===== config.mk =====
export PLATFORM = sky130hd
export DESIGN_NAME = memtap
export DESIGN_NICKNAME = d
export VERILOG_FILES = /design/src/rtl/memtap_pkg.sv /design/src/rtl/memtap_fsm.sv /design/src/rtl/memtap_ir.sv /design/src/rtl/memtap_dr.sv /design/src/rtl/memtap.sv
export SDC_FILE = /design/constraint.sdc
export NUM_CORES = 1
export LEC_CHECK = 0
export BUFFER_PORTS_ARGS = -buffer_cell sky130_fd_sc_hd__buf_2
export CAP_MARGIN = 15
export CORE_MARGIN = 2
export CORE_UTILIZATION = 40
export DETAILED_ROUTE_END_ITERATION = 6
export SYNTH_ARGS = -nofsm -noshare
export SYNTH_HDL_FRONTEND = slang
export SYNTH_SLANG_ARGS = --single-unit

===== constraint.sdc =====
create_clock -name tck -period 2.4 [get_ports tck]
set_input_delay 0.48 -clock tck [delete_from_list [all_inputs] [get_ports tck]]
set_output_delay 0.48 -clock tck [all_outputs]
set_load 0.005 [all_outputs]

===== src/rtl/memtap_pkg.sv =====
package memtap_pkg;

  localparam int IR_W = 3;

  typedef enum logic [3:0] {
    S_RESET, S_IDLE,
    S_SEL_DR, S_CAP_DR, S_SH_DR, S_EX1_DR, S_PAU_DR, S_EX2_DR, S_UPD_DR,
    S_SEL_IR, S_CAP_IR, S_SH_IR, S_EX1_IR, S_PAU_IR, S_EX2_IR, S_UPD_IR
  } tap_state_e;

  typedef enum logic [1:0] {PATH_BYP, PATH_ID, PATH_BSR} path_e;

  localparam logic [IR_W-1:0] OP_IDCODE   = 3'b001;
  localparam logic [IR_W-1:0] IR_CAPT_PAT = 3'b001;

  function automatic tap_state_e tap_next(input tap_state_e s, input logic m);
    case (s)
      S_RESET:  tap_next = m ? S_RESET  : S_IDLE;
      S_IDLE:   tap_next = m ? S_SEL_DR : S_IDLE;
      S_SEL_DR: tap_next = m ? S_SEL_IR : S_CAP_DR;
      S_CAP_DR: tap_next = m ? S_EX1_DR : S_SH_DR;
      S_SH_DR:  tap_next = m ? S_EX1_DR : S_SH_DR;
      S_EX1_DR: tap_next = m ? S_UPD_DR : S_PAU_DR;
      S_PAU_DR: tap_next = m ? S_EX2_DR : S_PAU_DR;
      S_EX2_DR: tap_next = m ? S_UPD_DR : S_SH_DR;
      S_UPD_DR: tap_next = m ? S_SEL_DR : S_IDLE;
      S_SEL_IR: tap_next = m ? S_RESET  : S_CAP_IR;
      S_CAP_IR: tap_next = m ? S_EX1_IR : S_SH_IR;
      S_SH_IR:  tap_next = m ? S_EX1_IR : S_SH_IR;
      S_EX1_IR: tap_next = m ? S_UPD_IR : S_PAU_IR;
      S_PAU_IR: tap_next = m ? S_EX2_IR : S_PAU_IR;
      S_EX2_IR: tap_next = m ? S_UPD_IR : S_SH_IR;
      S_UPD_IR: tap_next = m ? S_SEL_DR : S_IDLE;
      default:  tap_next = S_RESET;
    endcase
  endfunction

  function automatic path_e op_path(input logic [IR_W-1:0] op);
    case (op)
      3'b001:                 op_path = PATH_ID;
      3'b000, 3'b010, 3'b100: op_path = PATH_BSR;
      default:                op_path = PATH_BYP;
    endcase
  endfunction

  function automatic logic op_hiz(input logic [IR_W-1:0] op);
    op_hiz = (op == 3'b000) || (op == 3'b010);
  endfunction

endpackage


===== src/rtl/memtap_fsm.sv =====
module memtap_fsm
  import memtap_pkg::*;
(
  input  logic       tck,
  input  logic       por_n,
  input  logic       tms,
  output tap_state_e state,
  output logic       ev_reset,
  output logic       ev_cap_dr,
  output logic       ev_sh_dr,
  output logic       ev_cap_ir,
  output logic       ev_sh_ir,
  output logic       ev_upd_ir
);

  always_ff @(posedge tck or negedge por_n) begin
    if (!por_n) state <= S_RESET;
    else        state <= tap_next(state, tms);
  end

  assign ev_reset  = (state == S_RESET);
  assign ev_cap_dr = (state == S_CAP_DR);
  assign ev_sh_dr  = (state == S_SH_DR);
  assign ev_cap_ir = (state == S_CAP_IR);
  assign ev_sh_ir  = (state == S_SH_IR);
  assign ev_upd_ir = (state == S_UPD_IR);

endmodule


===== src/rtl/memtap_ir.sv =====
module memtap_ir
  import memtap_pkg::*;
(
  input  logic            tck,
  input  logic            por_n,
  input  logic            tdi,
  input  logic            ev_reset,
  input  logic            ev_cap_ir,
  input  logic            ev_sh_ir,
  input  logic            ev_upd_ir,
  output logic [IR_W-1:0] ir_q,
  output logic            ir_lsb
);

  logic [IR_W-1:0] ir_sr;

  always_ff @(posedge tck or negedge por_n) begin
    if (!por_n) begin
      ir_sr <= IR_CAPT_PAT;
      ir_q  <= OP_IDCODE;
    end else begin
      if (ev_cap_ir)     ir_sr <= IR_CAPT_PAT;
      else if (ev_sh_ir) ir_sr <= {tdi, ir_sr[IR_W-1:1]};
      if (ev_reset)       ir_q <= OP_IDCODE;
      else if (ev_upd_ir) ir_q <= ir_sr;
    end
  end

  assign ir_lsb = ir_sr[0];

endmodule


===== src/rtl/memtap_dr.sv =====
module memtap_dr
  import memtap_pkg::*;
#(
  parameter int          BSR_LEN = 8,
  parameter int          ID_W    = 32,
  parameter logic [31:0] ID_CODE = 32'h0000_0001
) (
  input  logic               tck,
  input  logic               por_n,
  input  logic               tdi,
  input  path_e              path,
  input  logic               ev_cap_dr,
  input  logic               ev_sh_dr,
  input  logic [BSR_LEN-1:0] pins,
  output logic               dr_lsb,
  output logic               byp_q
);

  logic [ID_W-1:0]    id_sr;
  logic [BSR_LEN-1:0] bsr_sr;

  wire sel_byp = (path == PATH_BYP);
  wire sel_id  = (path == PATH_ID);
  wire sel_bsr = (path == PATH_BSR);

  always_ff @(posedge tck or negedge por_n) begin
    if (!por_n) begin
      byp_q <= 1'b0;
      id_sr <= '0;
    end else begin
      if (sel_byp && ev_cap_dr)     byp_q <= 1'b0;
      else if (sel_byp && ev_sh_dr) byp_q <= tdi;
      if (sel_id && ev_cap_dr)      id_sr <= ID_CODE[ID_W-1:0];
      else if (sel_id && ev_sh_dr)  id_sr <= {tdi, id_sr[ID_W-1:1]};
    end
  end

  generate
    if (BSR_LEN == 1) begin : g_bsr_one
      always_ff @(posedge tck or negedge por_n) begin
        if (!por_n)                   bsr_sr <= '0;
        else if (sel_bsr && ev_cap_dr) bsr_sr <= pins;
        else if (sel_bsr && ev_sh_dr)  bsr_sr <= tdi;
      end
    end else begin : g_bsr_chain
      always_ff @(posedge tck or negedge por_n) begin
        if (!por_n)                   bsr_sr <= '0;
        else if (sel_bsr && ev_cap_dr) bsr_sr <= pins;
        else if (sel_bsr && ev_sh_dr)  bsr_sr <= {tdi, bsr_sr[BSR_LEN-1:1]};
      end
    end
  endgenerate

  always_comb begin
    case (path)
      PATH_ID:  dr_lsb = id_sr[0];
      PATH_BSR: dr_lsb = bsr_sr[0];
      default:  dr_lsb = byp_q;
    endcase
  end

endmodule


===== src/rtl/memtap.sv =====
module memtap
  import memtap_pkg::*;
#(
  parameter int          BSR_LEN = 8,
  parameter logic [31:0] ID_CODE = 32'h0000_0001
) (
  input  logic               tck,
  input  logic               por_n,
  input  logic               tms,
  input  logic               tdi,
  input  logic [BSR_LEN-1:0] pin_sample,
  output logic               tdo,
  output logic               tdo_oe,
  output logic               hiz_force
);

  localparam int ID_W = 32;

  // an input not driven low reads as 1 (weak pull-up model)
  logic tms_eff, tdi_eff;
  assign tms_eff = (tms !== 1'b0);
  assign tdi_eff = (tdi !== 1'b0);

  tap_state_e      state;
  logic            ev_reset, ev_cap_dr, ev_sh_dr, ev_cap_ir, ev_sh_ir, ev_upd_ir;
  logic [IR_W-1:0] ir_q;
  logic            ir_lsb, dr_lsb, byp_q;
  path_e           path;

  memtap_fsm u_fsm (
    .tck(tck), .por_n(por_n), .tms(tms_eff), .state(state),
    .ev_reset(ev_reset), .ev_cap_dr(ev_cap_dr), .ev_sh_dr(ev_sh_dr),
    .ev_cap_ir(ev_cap_ir), .ev_sh_ir(ev_sh_ir), .ev_upd_ir(ev_upd_ir)
  );

  memtap_ir u_ir (
    .tck(tck), .por_n(por_n), .tdi(tdi_eff), .ev_reset(ev_reset),
    .ev_cap_ir(ev_cap_ir), .ev_sh_ir(ev_sh_ir), .ev_upd_ir(ev_upd_ir),
    .ir_q(ir_q), .ir_lsb(ir_lsb)
  );

  assign path      = op_path(ir_q);
  assign hiz_force = op_hiz(ir_q);

  memtap_dr #(.BSR_LEN(BSR_LEN), .ID_W(ID_W), .ID_CODE(ID_CODE)) u_dr (
    .tck(tck), .por_n(por_n), .tdi(tdi_eff), .path(path),
    .ev_cap_dr(ev_cap_dr), .ev_sh_dr(ev_sh_dr), .pins(pin_sample),
    .dr_lsb(dr_lsb), .byp_q(byp_q)
  );

  always_ff @(negedge tck or negedge por_n) begin
    if (!por_n) begin
      tdo    <= 1'b0;
      tdo_oe <= 1'b0;
    end else begin
      tdo    <= ev_sh_ir ? ir_lsb : dr_lsb;
      tdo_oe <= ev_sh_ir || ev_sh_dr;
    end
  end

endmodule


==> flow_metrics.env, run 1 <==
export IMPL_cts_buffers_inserted=5
export IMPL_leakage_nw=1.384
export IMPL_violations="negative setup slack"
export IMPL_switching_share_pct=35.62
export IMPL_drt_total_wl_mm=4.635
export IMPL_num_antenna_cells=0
export IMPL_slowest_stage="dfstp_2"
export IMPL_cts_htree_levels=2
export IMPL_clkLatencyLatePin_ns=0.30
export IMPL_cp_required_ns=1.34
export IMPL_mappedNetlistArea_um2=2643
export IMPL_switching_power_mw=1.166
export IMPL_syn_to_final_growth_pct=13.83
export IMPL_reg2reg_slack_ns=-0.53
export IMPL_yosys_warnings=0
export IMPL_post_route_drc_count=0
export IMPL_crit_buf_inv=1
export IMPL_core_area_um2=6386
export IMPL_rows=29
export IMPL_fin_util_pct=47.10
export IMPL_slew_headroom_pct=70.15
export IMPL_pin_count=15
export IMPL_grt_max_degree=36
export IMPL_synth_ff_type="dfrtp_1"
export IMPL_initial_core_util_pct=41.38
export IMPL_p_comb_share_pct=47.4
export IMPL_rsz0062_at_grt="true"
export IMPL_die_h_um=85.28
export IMPL_grt_usage_pct=14.26
export IMPL_critical_path_top_delay_family="flip-flops"
export IMPL_max_slew_worst_pin_slew_ns=0.4478
export IMPL_drt_iter0_markers=76
export IMPL_postSynthNetCount=265
export IMPL_cp_max_fo=2
export IMPL_r2r_start="u_ir.ir_q[0]$_DFFE_PN1P_"
export IMPL_die_area_um2=7273
export IMPL_arrival_ns=1.87
export IMPL_hold_buffers=0
export IMPL_ant_nets=0
export IMPL_avgSynthCellArea_um2=10.57
export IMPL_clock_sinks=53
export IMPL_port_buffers=14
export IMPL_place_inst=345
export IMPL_end_kind="flop"
export IMPL_vias=1740
export IMPL_p_int_mw=2.108
export IMPL_wl_per_cell_um=13.09
export IMPL_hold_class="in -> async"
export IMPL_gp_congestion=0.7895
export IMPL_place_hpwl_mm=3.252
export IMPL_postLayoutCellArea_um2=3008
export IMPL_antenna_found_initial=0
export IMPL_drv_cap=0
export IMPL_powerDensity_nw_per_um2=1088
export IMPL_regToRegEndpoint="tdo$_DFF_NN0_"
export IMPL_finalMaxSlewViolations=0
export IMPL_dp_slack_ns=-0.5758
export IMPL_drive_gt1_share_pct=25.27
export IMPL_start_kind="flop"
export IMPL_final_setup_viol_count=3
export IMPL_seq_power_share_pct=37.6
export IMPL_synthArstFlopShare_pct=100.0
export IMPL_clkTransAtPathRegs_ns=0.09
export IMPL_first_pass_iters=4
export IMPL_overflow=0
export IMPL_setup_ws_ns=-0.5323
export IMPL_hold_viol_final=0
export IMPL_ys_ff_latch=53
export IMPL_ys_types=40
export IMPL_fin_cells=354
export IMPL_cp_slowest_stage_delay_ns=0.55
export IMPL_finClkSkew_ns=0.006484
export IMPL_clock_path_buffers=2
export IMPL_p_clk_share_pct=15.0
export IMPL_grt_pass1_vias=1765
export IMPL_place_area_um2=2917
export IMPL_finalPower_mw=3.274
export IMPL_cts_resized=0
export IMPL_grt_pass1_wl_mm=8.355
export IMPL_fp_dieW_um=85.28
export IMPL_synth_edf_count=0
export IMPL_yosysSeqAreaShare_pct=50.28
export IMPL_via_per_inst=4.915
export IMPL_synthCells=250
export IMPL_status="complete, but fails checks"
export IMPL_nNetsFinal=291
export IMPL_cts_root_buf="clkbuf_8"
export IMPL_crit_type="reg -> reg"
export IMPL_ir_drop_uv=534.9
export IMPL_crit_chain="inv_2 > or3_4 > ha_4 > a221o_1 > o221ai_1 > o31ai_1"
export IMPL_cts_tree="done"
export IMPL_ff2ff_path_depth=6
==> final cells by class <==
class	count	area [um^2]
clock buffer	7	76.32
tap	77	96.34
timing repair buffer	35	252.7
clock inverter	1	7.507
fill	620	3378
sequential	53	1329
inverter	38	142.6
multi-input combinational	143	1104
==> power groups by stage <==
stage                     registers, mW  logic (mW)  clock network, mW
after floorplan                    1.21        1.16                  0
after global placement             1.24        1.51                  0
after detailed placement           1.25        1.55                  0
after CTS                          1.23        1.58              0.508
after global routing               1.26        1.72              0.539
final                              1.23        1.55              0.490
==> routing by layer <==
| layer | up-vias | part of all wire (%) | GRT usage (%) |
|---|---|---|---|
| met5 | - | 0 | 0 |
| met4 | 0 | 0.78 | 4.906 |
| met3 | 2 | 2.2 | 2.918 |
| met2 | 15 | 47 | 22.37 |
| met1 | 846 | 50 | 19.71 |
| li1 | 877 | - | - |
==> sequential cells by signal, summed over array words and instances, names as in the netlist <==
signal,flops
u_fsm.state,4
u_ir.ir_sr,3
u_ir.ir_q,3
tdo_oe,1
u_dr.byp_q,1
u_dr.bsr_sr,8
u_dr.id_sr,32
tdo,1
==> worst max-delay path by stage <==
stage	start	endpoint	slack [ns]	cells after the start
6_report	u_ir.ir_q[0]$_DFFE_PN1P_	tdo$_DFF_NN0_	-0.53	6
5_1_grt	u_ir.ir_q[0]$_DFFE_PN1P_	tdo$_DFF_NN0_	-0.61	6
4_1_cts	u_ir.ir_q[0]$_DFFE_PN1P_	tdo$_DFF_NN0_	-0.55	6
3_5_place_dp	u_ir.ir_q[0]$_DFFE_PN1P_	tdo$_DFF_NN0_	-0.58	6
3_3_place_gp	u_ir.ir_q[0]$_DFFE_PN1P_	tdo$_DFF_NN0_	-0.54	6
2_1_floorplan	u_ir.ir_q[0]$_DFFE_PN1P_	tdo$_DFF_NN0_	-0.53	6
==> synth_stat cells (all sizes together) (2+ instances only) <==
master	n	area, um^2
dfrtp	49	1226
inv	38	142.6
nand2	36	135.1
mux2i	30	300.3
mux2	19	214.0
buf	9	63.81
clkbuf	7	26.28
a21oi	6	30.03
o21ai	6	30.03
nor2	4	15.01
ha	3	37.54
o221ai	3	26.28
a21boi	2	37.54
and3	2	12.51
and3b	2	17.52
dfrtn	2	50.05
dfstp	2	52.55
nand3	2	10.01
nor2b	2	12.51
nor3	2	10.01
nor3b	2	15.01
o211a	2	20.02
o211ai	2	15.01
o22ai	2	12.51
or3	2	12.51
==> cells in the final DEF (no fill, tap or decap), types with 3 or more instances in the layout <==
cell type,instances
inv_1,37
nand2_1,36
buf_2,14
dfrtp_1,49
o21ai_0,6
clkbuf_8,5
buf_4,19
mux2_2,19
o221ai_1,3
mux2i_1,30
a21oi_1,6
nor2_1,4
==> what timing repair did <==
action / 4_1_cts / 5_1_grt
buffers inserted: 1 / 0
endpoints found under the setup margin: 3 / 3
pin swaps: 1 / 0
==> metrics by stage <==
stage                     hold slack (ns)  setup TNS [ns]
final                             0.03423         -0.7554
after global routing              0.03955         -0.8914
after CTS                         0.03159         -0.8019
after detailed placement           0.3629         -0.5758
after global placement             0.3542         -0.5362
after floorplan                    0.1844         -0.5262
==> logic make-up after synthesis <==
| kind of cell | share of synthesized area (%) |
|---|---|
| simple gates | 11.36 |
| buf+inv | 8.807 |
| flops | 50.28 |
| mux | 19.46 |
| compound gates | 8.334 |
| fa+ha+maj | 1.421 |
| xor+xnor | 0.3315 |
No activity file was read; power rests on OpenSTA's default activity.
==> run 2, diff against run 1 <==
ABC_AREA = 1   (was not set)
==> flow_metrics.env, run 2 <==
export IMPL_finClkSkew_ns=0.007337
export IMPL_finalMaxSlewViolations=0
export IMPL_ir_drop_uv=491.3
export IMPL_pin_count=15
export IMPL_cp_num_cells=6
export IMPL_ff_latch_area_um2=1329
export IMPL_cpMostUsedCell="inv_2"
export IMPL_cts_root_buf="clkbuf_8"
export IMPL_num_antenna_cells=0
export IMPL_ff2ff_path_depth=6
export IMPL_crit_chain="inv_2 > nor3_4 > inv_2 > ha_4 > a21o_1 > a22oi_1"
export IMPL_hold_class="in -> async"
export IMPL_first_pass_iters=4
export IMPL_fin_tns_setup_ns=-0.2958
export IMPL_grt_pass1_vias=1853
export IMPL_vias=1958
export IMPL_synth_ff_type="dfrtp_1"
export IMPL_postSynthNetCount=327
export IMPL_nNetsFinal=353
export IMPL_die_h_um=85.40
export IMPL_reg2reg_slack_ns=-0.17
export IMPL_drt_iter0_markers=187
export IMPL_max_slew_worst_pin_slew_ns=0.4666
export IMPL_synth_edf_count=0
export IMPL_rsz0062_at_grt="true"
export IMPL_ant_nets=0
export IMPL_fin_util_pct=46.83
export IMPL_synthArstFlopShare_pct=100.0
export IMPL_port_buffers=14
export IMPL_drive_gt1_share_pct=25.07
export IMPL_final_cell_mix="nand2_1 (119), dfrtp_1 (49), o21ai_2 (29)"
export IMPL_cp_required_ns=1.34
export IMPL_crit_buf_inv=2
export IMPL_slew_headroom_pct=68.89
export IMPL_leakage_nw=1.508
export IMPL_cts_tree="done"
export IMPL_setup_ws_ns=-0.1680
export IMPL_powerDensity_nw_per_um2=987.9
export IMPL_post_route_drc_count=0
export IMPL_cp_slowest_stage_delay_ns=0.54
export IMPL_violations="negative setup slack"
export IMPL_final_common_cell="nand2_1"
export IMPL_synthCells=312
export IMPL_place_inst=406
export IMPL_synth_top_area_cell="dfrtp_1"
export IMPL_core_area_um2=6386
export IMPL_via_per_inst=4.707
export IMPL_synth_most_common_cell="nand2_1"
export IMPL_antenna_found_initial=0
export IMPL_synth_area_leaders="dfrtp_1 (46%), nand2_1 (17%), o21ai_2 (9.6%)"
export IMPL_ys_types=29
export IMPL_cp_max_fo=2
export IMPL_gp_congestion=0.8449
export IMPL_end_kind="flop"
export IMPL_n_fill_cell=616
export IMPL_cts_htree_levels=2
export IMPL_multi_input_area_um2=1162
export IMPL_postLayoutCellArea_um2=2990
export IMPL_hold_slack_ns=0.1668
export IMPL_drv_cap=0
export IMPL_grt_max_degree=64
export IMPL_avgSynthCellArea_um2=8.494
export IMPL_yosys_warnings=0
export IMPL_drt_total_wl_mm=4.595
export IMPL_yosysSeqAreaShare_pct=50.14
export IMPL_arrival_ns=1.51
export IMPL_critical_path_top_delay_family="flip-flops"
export IMPL_final_setup_viol_count=3
export IMPL_largestRegisters="u_dr.id_sr (32), u_dr.bsr_sr (8), u_fsm.state (4)"
export IMPL_finalPower_mw=2.954
export IMPL_mappedNetlistArea_um2=2650
export IMPL_synth_top_area_share_pct=46.27
export IMPL_hold_viol_final=0
export IMPL_cts_buffers_inserted=5
export IMPL_regToRegEndpoint="tdo$_DFF_NN0_"
export IMPL_die_area_um2=7292
export IMPL_status="complete, but fails checks"
export IMPL_dp_slack_ns=-0.3031
export IMPL_synth_common_cells="nand2_1 (119), dfrtp_1 (49), o21ai_2 (29)"
export IMPL_overflow=0
export IMPL_rows=29
export IMPL_syn_to_final_growth_pct=12.84
export IMPL_clock_path_buffers=2
export IMPL_start_kind="flop"
export IMPL_clkTransAtPathRegs_ns=0.09
export IMPL_wl_per_cell_um=11.05
export IMPL_place_hpwl_mm=3.070
export IMPL_fp_dieW_um=85.40
export IMPL_grt_pass1_wl_mm=8.280
export IMPL_place_area_um2=2828
export IMPL_ys_ff_latch=53
export IMPL_initial_core_util_pct=41.50
export IMPL_slowest_stage="dfstp_2"
export IMPL_regMostFlops="u_dr.id_sr"
export IMPL_clkLatencyLatePin_ns=0.30
export IMPL_grt_usage_pct=14.00
export IMPL_clock_sinks=53
export IMPL_r2r_start="u_ir.ir_q[0]$_DFFE_PN1P_"
export IMPL_crit_type="reg -> reg"
export IMPL_largest_reg_flops=32
export IMPL_fin_cells=416
==> run 2: kinds of logic (layout without fill, tap and decap cells) <==
group	Yosys count	in the layout	synth area share, %
flops	53	53	50.14
simple gates	166	166	26.30
fa+ha+maj	3	3	1.417
compound gates	52	52	14.59
buf+inv	38	65	7.554
==> run 2: what timing repair did <==
| item | in CTS | in global routing |
|---|---|---|
| pin swaps | 4 | 1 |
| hold buffers | 0 | 0 |
| hold endpoints to repair | 0 | 0 |
| setup endpoints to repair | 3 | 3 |
| setup buffers | 2 | 0 |
| gates resized for setup | 6 | 2 |
| cloned | 0 | 0 |
==> run 2: worst max path at each step <==
stage               slack [ns]            end                startpoint
floorplan                -0.22  tdo$_DFF_NN0_  u_ir.ir_q[0]$_DFFE_PN1P_
global placement         -0.25  tdo$_DFF_NN0_  u_ir.ir_q[0]$_DFFE_PN1P_
detailed placement       -0.30  tdo$_DFF_NN0_  u_ir.ir_q[0]$_DFFE_PN1P_
CTS                      -0.22  tdo$_DFF_NN0_  u_ir.ir_q[0]$_DFFE_PN1P_
global route             -0.24  tdo$_DFF_NN0_  u_ir.ir_q[0]$_DFFE_PN1P_
finish                   -0.17  tdo$_DFF_NN0_  u_ir.ir_q[0]$_DFFE_PN1P_
==> run 2: cell type report <==
class	instances	share of cell area, %
Clock buffer	6	2.427
Tap cell	77	3.222
Inverter	27	3.389
Multi-Input combinational cell	221	38.87
Sequential cell	53	44.43
Timing Repair Buffer	30	6.360
Clock inverter	2	1.297
==> run 2: power breakdown <==
part / leakage [nW] / internal, mW / total, mW / switching, mW
Sequential: 0.691 / 1.12 / 1.24 / 0.115
Clock: 0.0554 / 0.314 / 0.609 / 0.295
Combinational: 0.762 / 0.368 / 1.11 / 0.740
==> run 2: per-layer routing <==
layer | up-vias | track usage [%] | wire length (um)
met1 | 892 | 19.01 | 2315
met2 | 29 | 22.16 | 2087
li1 | 1033 | - | -
met4 | 0 | 4.473 | 39
met3 | 4 | 3.405 | 152
met5 | - | 0 | 0
